File: src/rtl/circ_addr_pkg.sv
// Shared types and sizes for the circular address stepper.
package circ_addr_pkg;
    localparam int ADDR_W  = 32;
    localparam int SIZE_W  = 2;
    localparam int WRAP_W  = 4;
    localparam int STEP_W  = 3;

    // Beat width encoding seen on size_code.
    typedef enum logic [SIZE_W-1:0] {
        BEAT_WORD = 2'd0,
        BEAT_BYTE = 2'd1,
        BEAT_HALF = 2'd2,
        BEAT_RSVD = 2'd3
    } beat_size_e;
endpackage

File: src/rtl/cas_step_decode.sv
// Turns the beat-width code into a byte step and flags the reserved code.
// Assumes: code 3 is reserved; its step is forced to zero.
module cas_step_decode
    import circ_addr_pkg::*;
#(
    parameter int SW = STEP_W
) (
    input  logic [SIZE_W-1:0] size_code,
    output logic [SW-1:0]     step,
    output logic              bad_code
);
    beat_size_e sz;
    assign sz = beat_size_e'(size_code);

    // Purpose: map the width code to a byte count.
    always_comb begin
        step     = '0;
        bad_code = 1'b0;
        case (sz)
            BEAT_WORD: step = SW'(4);
            BEAT_BYTE: step = SW'(1);
            BEAT_HALF: step = SW'(2);
            default:   bad_code = 1'b1;
        endcase
    end
endmodule

File: src/rtl/cas_window_mask.sv
// Builds the mask of address bits that wrap for a given wrap code.
// Assumes: code 0 means no window; code n keeps n+MIN_LOG-1 low bits.
module cas_window_mask
    import circ_addr_pkg::*;
#(
    parameter int AW      = ADDR_W,
    parameter int CW      = WRAP_W,
    parameter int MIN_LOG = 4
) (
    input  logic [CW-1:0] wrap_code,
    output logic [AW-1:0] win_mask,
    output logic          wrap_on
);
    localparam int OFS = MIN_LOG - 1;

    assign wrap_on = (wrap_code != '0);

    // One compare per address bit: the bit is inside the window or not.
    for (genvar i = 0; i < AW; i++) begin : g_bit
        assign win_mask[i] = wrap_on && (i < (int'(wrap_code) + OFS));
    end
endmodule

File: src/rtl/circ_addr_unit.sv
// Address register for one side of a DMA channel. It steps on each advance
// strobe and can wrap the low bits inside a power-of-two window.
// Assumes: advance is a single-cycle pulse and load_en takes priority.
module circ_addr_unit
    import circ_addr_pkg::*;
(
    input  logic              clk,
    input  logic              rst_n,
    input  logic              load_en,
    input  logic [ADDR_W-1:0] load_addr,
    input  logic              advance,
    input  logic [SIZE_W-1:0] size_code,
    input  logic              inc_en,
    input  logic              align_en,
    input  logic [WRAP_W-1:0] wrap_code,
    output logic [ADDR_W-1:0] addr_out,
    output logic              cfg_err
);
    logic [STEP_W-1:0] step;
    logic              bad_code;
    logic [ADDR_W-1:0] win_mask;
    logic              wrap_on;
    logic [ADDR_W-1:0] addr_q;
    logic [ADDR_W-1:0] sum;
    logic [ADDR_W-1:0] next_addr;
    logic              do_step;

    cas_step_decode #(.SW(STEP_W)) u_dec (
        .size_code (size_code),
        .step      (step),
        .bad_code  (bad_code)
    );

    cas_window_mask #(.AW(ADDR_W), .CW(WRAP_W), .MIN_LOG(4)) u_win (
        .wrap_code (wrap_code),
        .win_mask  (win_mask),
        .wrap_on   (wrap_on)
    );

    // Purpose: form the stepped address, merged with the held upper bits.
    always_comb begin
        sum = addr_q + ADDR_W'(step);
        if (wrap_on) next_addr = (addr_q & ~win_mask) | (sum & win_mask);
        else         next_addr = sum;
        do_step = advance && !bad_code && (inc_en || align_en);
    end

    // Purpose: the address register, with load over step.
    always_ff @(posedge clk) begin
        if (!rst_n)       addr_q <= '0;
        else if (load_en) addr_q <= load_addr;
        else if (do_step) addr_q <= next_addr;
    end

    assign addr_out = addr_q;
    assign cfg_err  = bad_code;

    AST_LOAD_WINS: assert property (@(posedge clk) disable iff (!rst_n)
        load_en |=> addr_q == $past(load_addr));
    AST_HOLD_NO_INC: assert property (@(posedge clk) disable iff (!rst_n)
        (advance && !inc_en && !align_en && !load_en) |=> $stable(addr_q));
    AST_UPPER_KEPT: assert property (@(posedge clk) disable iff (!rst_n)
        (advance && wrap_on && !load_en) |=> ((addr_q ^ $past(addr_q)) & ~$past(win_mask)) == '0);
    AST_RSVD_BLOCKS: assert property (@(posedge clk) disable iff (!rst_n)
        (cfg_err && !load_en) |=> $stable(addr_q));
    AST_IDLE_HOLDS: assert property (@(posedge clk) disable iff (!rst_n)
        (!load_en && !advance) |=> $stable(addr_q));
    AST_ERR_CODE: assert property (@(posedge clk)
        cfg_err == (size_code == 2'd3));
endmodule

File: config.mk
export PLATFORM = sky130hd
export DESIGN_NAME = circ_addr_unit
export DESIGN_NICKNAME = d
export VERILOG_FILES = /design/src/rtl/circ_addr_pkg.sv /design/src/rtl/cas_step_decode.sv /design/src/rtl/cas_window_mask.sv /design/src/rtl/circ_addr_unit.sv
export SDC_FILE = /design/constraint.sdc
export NUM_CORES = 1
export LEC_CHECK = 0
export BUFFER_PORTS_ARGS = -buffer_cell sky130_fd_sc_hd__clkbuf_2
export CAP_MARGIN = 15
export CORE_ASPECT_RATIO = 1.5
export CORE_MARGIN = 2
export CORE_UTILIZATION = 56
export DETAILED_ROUTE_END_ITERATION = 10
export PLACE_DENSITY = 0.86
export SYNTH_ARGS = -nofsm -noshare
export SYNTH_HDL_FRONTEND = slang
export SYNTH_SLANG_ARGS = --single-unit
File: constraint.sdc
create_clock -name clk -period 7 [get_ports clk]
set_clock_uncertainty 0.2 [all_clocks]
set_input_delay 1.4 -clock clk [delete_from_list [all_inputs] [get_ports clk]]
set_output_delay 1.4 -clock clk [all_outputs]
set_load 0.05 [all_outputs]
* Word level (Yosys, flattened, before mapping)
Index checks and enable logic that the tools add are counted.
** Storage, ports and cells
- Register bits after elaboration :: 32
- Input port bits :: 44
- Output and inout bits :: 33
- Logic and storage cells :: 85
** Cells by class
- Add/sub/neg operators :: 2
- Magnitude comparators :: 32
- Equal/unequal tests :: 2
- Multiplexer cells :: 5
- Bitwise gates (word level) :: 4
- Reduce and logical (&&, ||, !) cells :: 39
** Operators with widths (number)
- < comparator 6 x 32 -> 1 bit, first input constant :: 16
- < comparator 5 x 32 -> 1 bit, first input constant :: 8
- < comparator 4 x 32 -> 1 bit, first input constant :: 4
- two-way mux 32 bit :: 3
- AND 32 bit :: 2
- < comparator 3 x 32 -> 1 bit, first input constant :: 2
- logical AND 1 bit :: 34
- adder 32 x 3 -> 32 bit :: 1
- < comparator 1 x 32 -> 1 bit, first input constant :: 1
- < comparator 2 x 32 -> 1 bit, first input constant :: 1
- NOT 32 bit :: 1
- bitwise OR 32 bit :: 1
- one-hot mux 3 bit (3 select lines) :: 1
- adder 4 x 2 -> 5 bit, second input constant :: 1
- nonzero test 4 bit :: 1
- OR reduction 3 bit :: 1
- == test 2 x 1 -> 1 bit, second input constant :: 1
- == test 2 bit, second input constant :: 1
- logical NOT 2 bit :: 1
- nonzero test 2 bit :: 1
- logical OR 1 bit :: 1
- two-way mux 1 bit :: 1

* Depth between registers and ports, before layout
Gate-level depths: netlist of run 1.
- Word-level depth :: 9
- Depth in mapped cells :: 10
- Mapped depth without buffers :: 9

* By module
Synthesis of run 1 repeated with hierarchy kept, for this count alone.
** Unflattened totals
- Cell total of the unflattened synthesis :: 407
- Area, all modules :: 3007.9 um^2
** Modules (own cells, without submodules)
- circ_addr_unit :: times used 1, cells each 312, area an instance 2413.6 um^2, sequential area each 640.6 um^2
- cas_window_mask :: times used 1, cells each 91, area an instance 568.0 um^2, sequential area each 0.0 um^2
- cas_step_decode :: times used 1, cells each 4, area an instance 26.3 um^2, sequential area each 0.0 um^2

* Worst setup path before layout of run 1
No wires, ideal clock.
- Path type :: input to register
- Start point :: input size_code[0]
- End point :: register (tool-made name)
- Library setup time :: 0.074 ns
- Arrival time :: 3.491 ns
- Data required time :: 6.726 ns
- Setup slack :: 3.235 ns
- Stages :: 9
- Buffers on the path :: 0
- Cells stage by stage :: nor2b_1 -> ha_1 -> inv_1 -> fa_1 -> nor2b_1 -> o21ai_0 -> or4b_4 -> or3_1 -> a31oi_1
** RTL lines
- start: declaration :: line circ_addr_unit.sv:12 : input logic [SIZE_W-1:0] size_code,

==> results of run 1 <==
[metrics by stage]
step	instances	power, mW	area (sq um)	worst slack, ps
after floorplan	329	0.323	2530	3230
after global placement	431	0.362	2890	2950
after detailed placement	431	0.365	2890	2840
after CTS	439	0.541	2990	3130
after global routing	439	0.564	2990	2890
final	439	0.543	2990	3090
[logic make-up (layout without fill, tap and decap cells)]
logic type | count (synthesis) | after routing | share of synthesized area (%)
simple gates | 118 | 118 | 28.8
compound gates | 110 | 110 | 28.8
buf+inv | 43 | 105 | 6.72
flops | 32 | 32 | 25.3
xor+xnor | 15 | 15 | 5.19
fa+ha+maj | 8 | 8 | 4.05
mux | 3 | 3 | 1.19
[worst max-delay path, cell delays in order]
cell and delay, ps:
clkbuf_2 100, nor2b_1 140, ha_1 200, inv_1 60, fa_1 390, nor2b_1 230, o21ai_0 290, or4b_4 640
or3_1 330, a31oi_1 160
[layer usage]
layer,routed length (um),up-vias,global-route usage (%)
li1,-,1368,-
met2,3710,129,49.9
met1,2710,1312,34.7
met5,0,-,0
met3,457,24,6.42
met4,248,0,13.4
[layout make-up]
| class | count | area (sq um) |
|---|---|---|
| Multi-Input combinational cell | 254 | 1720 |
| Timing Repair Buffer | 77 | 388 |
| Inverter | 20 | 75.1 |
| Fill cell | 386 | 1440 |
| Clock buffer | 6 | 72.6 |
| Tap cell | 48 | 60.1 |
| Sequential cell | 32 | 641 |
| Clock inverter | 2 | 35.0 |
[power breakdown]
| group | switching [mW] | internal, mW |
|---|---|---|
| logic | 0.104 | 0.0475 |
| registers | 0.0156 | 0.195 |
| clock network | 0.0749 | 0.106 |
| total | 0.195 | 0.348 |
[cells in the final DEF, fill, tap and decap left out, types with 3 or more instances in the layout]
| cell type | n |
|---|---|
| clkbuf_2 | 76 |
| o21ai_0 | 32 |
| dfxtp_1 | 32 |
| a21oi_1 | 21 |
| inv_1 | 20 |
| nand2_1 | 16 |
| nand3_1 | 15 |
| xnor2_1 | 13 |
| nor2_1 | 12 |
| a31oi_1 | 11 |
| nor3_1 | 10 |
| nand2b_1 | 7 |
| or3_1 | 7 |
| nor4_1 | 7 |
| o31ai_1 | 7 |
| a211oi_1 | 6 |
| and3_1 | 5 |
| ha_1 | 5 |
| clkbuf_8 | 5 |
| nor2b_1 | 4 |
| nor3b_1 | 3 |
| a21o_1 | 3 |
| mux2i_1 | 3 |
| nand4_1 | 3 |
| nand3b_1 | 3 |
[worst min path at each step]
stage                   endpoint  slack [ps]  cells after the start
global placement    addr_out[31]         290                      2
finish              addr_out[31]         320                      2
floorplan           addr_out[31]         520                      2
global route        addr_out[31]         350                      2
detailed placement  addr_out[31]         300                      2
CTS                 addr_out[31]         310                      2
==> impl_metrics.env, run 1 <==
export IMPL_drive_above_1_share_pct=26.1
export IMPL_routed_via_count=2833
export IMPL_arrival_ps=3930
export IMPL_synth_seq_cells=32
export IMPL_hold_buffers=0
export IMPL_overflow=0
export IMPL_cts_num_sinks=32
export IMPL_synth_top_area_cell="dfxtp_1"
export IMPL_dieHeight_um=86.4
export IMPL_reg2reg_slack_ps=4080
export IMPL_ys_types=73
export IMPL_finalWirelength_um=7130
export IMPL_critPathKind="in -> reg"
export IMPL_hold_path_class="reg -> reg"
export IMPL_min_from="addr_out[31]"
export IMPL_synth_edf_count=0
export IMPL_firstDrtPassIters=8
export IMPL_max_slew_worst_pin_slew_ps=763
export IMPL_outcome="finished with violations"
export IMPL_viasPerCell=6.45
export IMPL_antenna_found_initial=0
export IMPL_avgSynthCellArea_sq_um=7.70
export IMPL_fp_dieArea_sq_um=5090
export IMPL_nets=440
export IMPL_syn_nets=379
export IMPL_post_cts_setup_buffer_count=0
export IMPL_holdWs_ps=318
export IMPL_finalHoldViolations=0
export IMPL_boundaryPins=77
export IMPL_tritoncts_num_buffers=5
export IMPL_cp_max_fo=5
export IMPL_cts_path_max_buffers=2
export IMPL_num_rows=30
export IMPL_wire_per_inst_um=16.2
export IMPL_yosys_top_cells_area="dfxtp_1 25%, o21ai_0 6.3%, xnor2_1 4.5%"
export IMPL_setup_tns_ps=0
export IMPL_ys_seq_area_share_pct=25.3
export IMPL_leakagePower_nw=1.21
export IMPL_track_usage_pct=29.5
export IMPL_core_area_sq_um=4430
export IMPL_synthArstFlopShare_pct=0
export IMPL_final_util_pct=67.6
export IMPL_rsz0062_at_grt="no"
export IMPL_power_density_nw_per_um2=181
export IMPL_drtAntennaViolNets=0
export IMPL_min_period_ps=3910
export IMPL_worstPathRequired_ps=7030
export IMPL_synthTopCellsByCount="32 x dfxtp_1, 32 x o21ai_0, 21 x a21oi_1"
export IMPL_syn_inst=329
export IMPL_grt_pass1_vias=2545
export IMPL_synth_top_area_share_pct=25.3
export IMPL_rr_worst_depth=8
export IMPL_diodes=0
export IMPL_crit_path_start_kind="input pin"
export IMPL_grt_pass1_wl_um=11700
export IMPL_dp_hpwl_um=5260
export IMPL_synth_warning_count=0
export IMPL_clkLatencyLatePin_ps=290
export IMPL_drc=4
export IMPL_drv_slew=0
export IMPL_violations="DRC"
export IMPL_final_period_utilization_pct=55.8
export IMPL_port_buffer_count=76
export IMPL_max_clock_freq_mhz=256
export IMPL_root_buffer="clkbuf_8"
export IMPL_cts_resized=0
export IMPL_area_growth_pct=18.2
export IMPL_h_tree_depth=2
export IMPL_relSlewSlack_pct=49.0
export IMPL_cts_tree="done"
export IMPL_setup_worst_path_start="size_code[0]"
export IMPL_die_x_um=58.9
export IMPL_synth_ff_type="dfxtp_1"
export IMPL_synth_area_sq_um=2530
export IMPL_setup_violations=0
export IMPL_cap_violations=0
export IMPL_worst_setup_path_end_kind="flop"
export IMPL_start_util_pct=57.2
export IMPL_grt_max_degree=50
export IMPL_finalWeightedCongestion=0.903
export IMPL_ir_drop_v=0.000138
export IMPL_first_iter_violations=229
export IMPL_path_clk_slew_ps=70
No activity file was read; power rests on OpenSTA's default activity.
==> run 2: changes to the inputs <==
Settings changed: CORE_UTILIZATION 56 to 52, PLACE_DENSITY 0.86 to 0.81.
Clock period 7 ns to 3.9 ns, I/O delays scaled along.
==> run 2 against run 1 <==
Effect of this change:
- the flow now finishes without violations
- global-route usage down 2.5 points
- setup slack got worse by 2500 ps
- utilization down 4.1 points
- non-clock buffer count rose by 3
- clock-buffer cell count increased by 1
- register-to-register slack worse by 3100 ps
- die area increased by 7.3%
- hold slack improved by 1.5 ps
- sequential share of layout area fell by 0.24 points
- sequential cell count unchanged
- clock power is 60% higher
- cell area rose by 1.1%
- highest routed layer unchanged
==> impl_metrics.env, run 2 (synthesized netlist as in run 1, its figures left out) <==
export IMPL_post_cts_setup_buffer_count=0
export IMPL_worst_slack_ps=626
export IMPL_dieHeight_um=89.5
export IMPL_cts_tree="done"
export IMPL_port_buffer_count=76
export IMPL_layout_commonest_cell="clkbuf_2"
export IMPL_num_rows=31
export IMPL_arrival_ps=3290
export IMPL_holdWs_ps=320
export IMPL_grt_pass1_wl_um=11400
export IMPL_tritoncts_num_buffers=5
export IMPL_switchingPower_mw=0.346
export IMPL_nets=443
export IMPL_setup_tns_ps=0
export IMPL_drc=0
export IMPL_critPathKind="in -> reg"
export IMPL_cts_resized=0
export IMPL_final_cell_mix="76 x clkbuf_2, 32 x o21ai_0, 32 x dfxtp_1, 21 x a21oi_1, 20 x inv_1"
export IMPL_fp_dieArea_sq_um=5460
export IMPL_clkLatencyLatePin_ps=290
export IMPL_start_util_pct=53.1
export IMPL_outcome="completed"
export IMPL_crit_path_start_kind="input pin"
export IMPL_finalHoldViolations=0
export IMPL_power_density_nw_per_um2=311
export IMPL_finalWeightedCongestion=0.943
export IMPL_overflow=0
export IMPL_wire_per_inst_um=15.6
export IMPL_cts_num_sinks=32
export IMPL_p_int_mw=0.594
export IMPL_n_fill_cell=465
export IMPL_pre_cts_ws_ps=363
export IMPL_worst_setup_path_end_kind="flop"
export IMPL_ir_drop_v=0.000152
export IMPL_min_period_ps=3270
export IMPL_cap_violations=0
export IMPL_die_x_um=61.0
export IMPL_core_area_sq_um=4770
export IMPL_final_period_utilization_pct=83.9
export IMPL_hold_path_class="reg -> reg"
export IMPL_antenna_found_initial=0
export IMPL_drive_above_1_share_pct=26.7
export IMPL_drtAntennaViolNets=0
export IMPL_leakagePower_nw=1.22
export IMPL_finalWirelength_um=7150
export IMPL_hold_buffers=0
export IMPL_setup_violations=0
export IMPL_cp_max_fo=5
export IMPL_worstPathRequired_ps=3910
export IMPL_final_util_pct=63.4
export IMPL_comb_power_share_pct=29.1
export IMPL_power_switching_share_pct=36.8
export IMPL_h_tree_depth=2
export IMPL_grt_max_degree=31
export IMPL_reg2reg_slack_ps=980
export IMPL_cts_path_max_buffers=2
export IMPL_track_usage_pct=27.0
export IMPL_grt_pass1_vias=2592
export IMPL_root_buffer="clkbuf_8"
export IMPL_relSlewSlack_pct=54.4
export IMPL_area_growth_pct=19.5
export IMPL_path_clk_slew_ps=70
export IMPL_max_slew_worst_pin_slew_ps=677
export IMPL_p_seq_share_pct=40.2
export IMPL_pwr_share_clk_pct=30.7
export IMPL_dp_hpwl_um=5290
export IMPL_viasPerCell=6.19
export IMPL_rsz0062_at_grt="no"
export IMPL_diodes=0
export IMPL_drv_slew=0
export IMPL_max_clock_freq_mhz=305
export IMPL_routed_via_count=2839
export IMPL_boundaryPins=77
export IMPL_firstDrtPassIters=5
export IMPL_first_iter_violations=175
[run 2: cell count changes in the layout (fill, tap and decap cells not counted)]
cell | before | now
buf_4 | 1 | 4
bufinv_16 | 1 | 0
clkbuf_1 | 1 | 0
clkbuf_8 | 5 | 7
clkinv_2 | 1 | 0
[run 2: area by class of cell]
class / count / area [sq um] / share of cell area, %
Timing Repair Buffer: 80 / 410 / 13.6
Inverter: 20 / 75.1 / 2.48
Tap cell: 66 / 82.6 / 2.73
Clock buffer: 7 / 96.3 / 3.18
Multi-Input combinational cell: 254 / 1720 / 56.9
Sequential cell: 32 / 641 / 21.2
[run 2: power by group through the flow]
stage	logic (mW)	registers [mW]	clock network (mW)
2_1_floorplan	0.120	0.460	0
5_1_grt	0.296	0.382	0.306
3_5_place_dp	0.271	0.385	0
6_report	0.273	0.378	0.289
4_1_cts	0.272	0.378	0.292
3_3_place_gp	0.266	0.384	0
[run 2: through the flow]
stage	instance area, sq um	power (mW)	std cells
after CTS	3030	0.942	459
after global placement	2930	0.650	452
after detailed placement	2930	0.656	452
after floorplan	2530	0.580	329
final	3030	0.940	459
after global routing	3030	0.984	459
[run 2: path summary, 6_finish.rpt]
kind / from / to / cells past startpoint
worst max register to register: flop / flop / 8
worst min register to register: addr_out[31] / addr_out[31] / 2
worst max-delay path: size_code[0] / flop / 10
worst min-delay path: addr_out[31] / addr_out[31] / 2
[run 2: worst max-delay path, cell delays in order]
cell,delay (ps)
clkbuf_2,100
nor2b_1,130
ha_1,200
inv_1,60
fa_1,400
nor2b_1,210
o21ai_0,270
or4b_4,630
or3_1,320
a31oi_1,170
[run 2: layer usage]
layer / GRT usage [%] / vias up / part of all wire, %
met3: 3.91 / 20 / 6.2
li1: - / 1375 / -
met5: 0 / - / 0
met2: 45.9 / 118 / 51
met4: 13.8 / 0 / 2.9
met1: 32.0 / 1326 / 39
==> run 3: changes to the inputs <==
Settings changed: ABC_AREA set to 1, CORE_UTILIZATION 52 to 49, PLACE_DENSITY 0.81 to 0.77.
Clock period 3.9 ns to 2.9 ns, I/O delays scaled along.
==> run 3 against run 2 <==
Effect of this change:
- global-route usage rose by 6.5 points
- sequential cell count unchanged
- die area up 26%
- critical path depth up 6
- hold slack better by 39 ps
- sequential power rose by 43%
- cell count rose by 57%
- synthesized area increased by 21%
- utilization is 3.6 points lower
- combinational power grew 89%
- cell area is 20% higher
- routed wire length increased by 51%
- largest cell class unchanged
- highest routed layer unchanged
==> impl_metrics.env, run 3 <==
export IMPL_outcome="completed"
export IMPL_syn_inst=567
export IMPL_reg2reg_slack_ps=550
export IMPL_arrival_ps=2450
export IMPL_drv_slew=0
export IMPL_post_cts_setup_buffer_count=0
export IMPL_synthTopCellsByCount="203 x nand2_1, 82 x nor2_1, 63 x inv_1"
export IMPL_synth_ff_type="dfxtp_1"
export IMPL_finalWeightedCongestion=0.990
export IMPL_cp_max_fo=4
export IMPL_setup_violations=0
export IMPL_rsz0062_at_grt="no"
export IMPL_synth_top_area_share_pct=24.9
export IMPL_yosys_top_cells_area="nand2_1 25%, dfxtp_1 21%, nor2_1 10%"
export IMPL_min_period_ps=2470
export IMPL_worstPathRequired_ps=2880
export IMPL_viasPerCell=5.37
export IMPL_drtAntennaViolNets=0
export IMPL_rr_worst_depth=13
export IMPL_area_growth_pct=19.2
export IMPL_p_total_mw=1.51
export IMPL_clkLatencyLatePin_ps=300
export IMPL_avgSynthCellArea_sq_um=5.39
export IMPL_antenna_found_initial=0
export IMPL_synthArstFlopShare_pct=0
export IMPL_cap_violations=0
export IMPL_hold_path_class="reg -> reg"
export IMPL_holdPathStages=2
export IMPL_synth_top_area_cell="nand2_1"
export IMPL_track_usage_pct=33.5
export IMPL_nets=696
export IMPL_cts_resized=0
export IMPL_h_tree_depth=2
export IMPL_tritoncts_num_buffers=5
export IMPL_fp_dieArea_sq_um=6900
export IMPL_path_clk_slew_ps=90
export IMPL_ir_drop_v=0.000217
export IMPL_core_area_sq_um=6090
export IMPL_wire_per_inst_um=15.0
export IMPL_cts_path_max_buffers=2
export IMPL_diodes=0
export IMPL_cts_num_sinks=32
export IMPL_finalWirelength_um=10800
export IMPL_routed_via_count=3875
export IMPL_cts_tree="done"
export IMPL_syn_nets=617
export IMPL_setup_tns_ps=0
export IMPL_drive_above_1_share_pct=17.9
export IMPL_max_clock_freq_mhz=405
export IMPL_critPathKind="in -> reg"
export IMPL_switchingPower_mw=0.632
export IMPL_dp_hpwl_um=8730
export IMPL_power_density_nw_per_um2=416
export IMPL_worst_setup_path_end_kind="flop"
export IMPL_final_period_utilization_pct=85.2
export IMPL_p_seq_share_pct=35.8
export IMPL_port_buffer_count=76
export IMPL_synth_area_sq_um=3060
export IMPL_boundaryPins=77
export IMPL_pwr_share_clk_pct=30.2
export IMPL_synth_warning_count=0
export IMPL_max_slew_worst_pin_slew_ps=422
export IMPL_num_rows=35
export IMPL_final_cell_mix="203 x nand2_1, 82 x nor2_1, 76 x clkbuf_2, 63 x inv_1, 41 x a21oi_1"
export IMPL_ys_seq_area_share_pct=21.0
export IMPL_yosysMostFrequentCell="nand2_1"
export IMPL_relSlewSlack_pct=71.7
export IMPL_start_util_pct=50.2
export IMPL_layout_commonest_cell="nand2_1"
export IMPL_grt_pass1_vias=3711
export IMPL_root_buffer="clkbuf_8"
export IMPL_grt_max_degree=33
export IMPL_die_x_um=68.5
export IMPL_drc=0
export IMPL_overflow=0
export IMPL_synth_edf_count=0
export IMPL_comb_power_share_pct=34.0
export IMPL_synth_seq_cells=32
export IMPL_power_switching_share_pct=41.8
export IMPL_grt_pass1_wl_um=17200
export IMPL_firstDrtPassIters=4
export IMPL_ys_types=32
export IMPL_crit_path_start_kind="input pin"
export IMPL_p_int_mw=0.881
export IMPL_dieHeight_um=101
export IMPL_finalHoldViolations=0
export IMPL_first_iter_violations=258
export IMPL_leakagePower_nw=1.83
export IMPL_hold_buffers=0
## run 3: changes by cell type in the layout (fill, tap and decap cells not counted), moves of 8 or more
cell / delta
xnor2_1: -12
nand3_1: +19
nand2_2: +8
nand2_1: +187
nand3b_1: +9
o21ai_1: +8
a31oi_1: -10
a21oi_1: +20
nor2_1: +70
inv_1: +43
## run 3: cells by family (layout without fill, tap and decap cells)
group           Yosys count  count (layout)  share of synthesized area, %
fa+ha+maj                 6               6                          2.70
buf+inv                  76             156                          9.42
xor+xnor                  4               4                          1.15
flops                    32              32                          21.0
compound gates           87              87                          14.9
simple gates            362             362                          50.8
## run 3: layer usage
metal / track usage (%) / vias up / wire length [um]
met5: 0 / - / 0
met4: 21.2 / 0 / 665
met3: 4.58 / 33 / 555
met2: 59.6 / 148 / 5570
met1: 35.1 / 1738 / 4020
li1: - / 1956 / -
## run 3: final cells by class
type                            count  area, sq um
Clock inverter                      3         42.5
Multi-Input combinational cell    459         2130
Sequential cell                    32          641
Clock buffer                        5         68.8
Fill cell                         645         2450
Inverter                           67          251
Tap cell                           74         92.6
Timing Repair Buffer               81          418
## run 3: through the flow
| stage | instances | hold slack [ps] | area [sq um] | utilization (%) | setup slack [ps] |
|---|---|---|---|---|---|
| 6_report | 721 | 359 | 3640 | 59.8 | 429 |
| 4_1_cts | 721 | 355 | 3640 | 59.8 | 452 |
| 2_1_floorplan | 567 | 516 | 3060 | - | 462 |
| 3_5_place_dp | 713 | 342 | 3530 | 58.0 | 138 |
| 3_3_place_gp | 713 | 329 | 3530 | 58.0 | 173 |
| 5_1_grt | 721 | 379 | 3640 | 59.8 | 190 |
## run 3: power groups by stage
stage | clock [mW] | combinational [mW] | sequential (mW)
2_1_floorplan | 0 | 0.237 | 0.663
3_3_place_gp | 0 | 0.505 | 0.550
3_5_place_dp | 0 | 0.511 | 0.550
4_1_cts | 0.462 | 0.513 | 0.540
5_1_grt | 0.473 | 0.568 | 0.546
6_report | 0.456 | 0.515 | 0.542
## run 3: how the worst max path moves through the flow
stage                             from  slack [ps]  cells past startpoint  endpoint
after floorplan                   flop         460                     13      flop
after global placement    size_code[0]         170                     14      flop
after detailed placement  size_code[0]         140                     16      flop
after CTS                 size_code[0]         450                     16      flop
after global routing      size_code[0]         190                     15      flop
final                     size_code[0]         430                     16      flop
## run 3: worst max-delay path: stages
cell and delay (ps):
clkbuf_2 100, inv_1 50, nor2_1 90, ha_1 210, inv_1 70, fa_1 380
inv_1 80, nand2_1 70, nand2_1 90, nand2_1 90, nor2_1 280, nand3b_1 130
nand2_1 80, nand2_1 50, nand2_1 60, a21oi_1 60
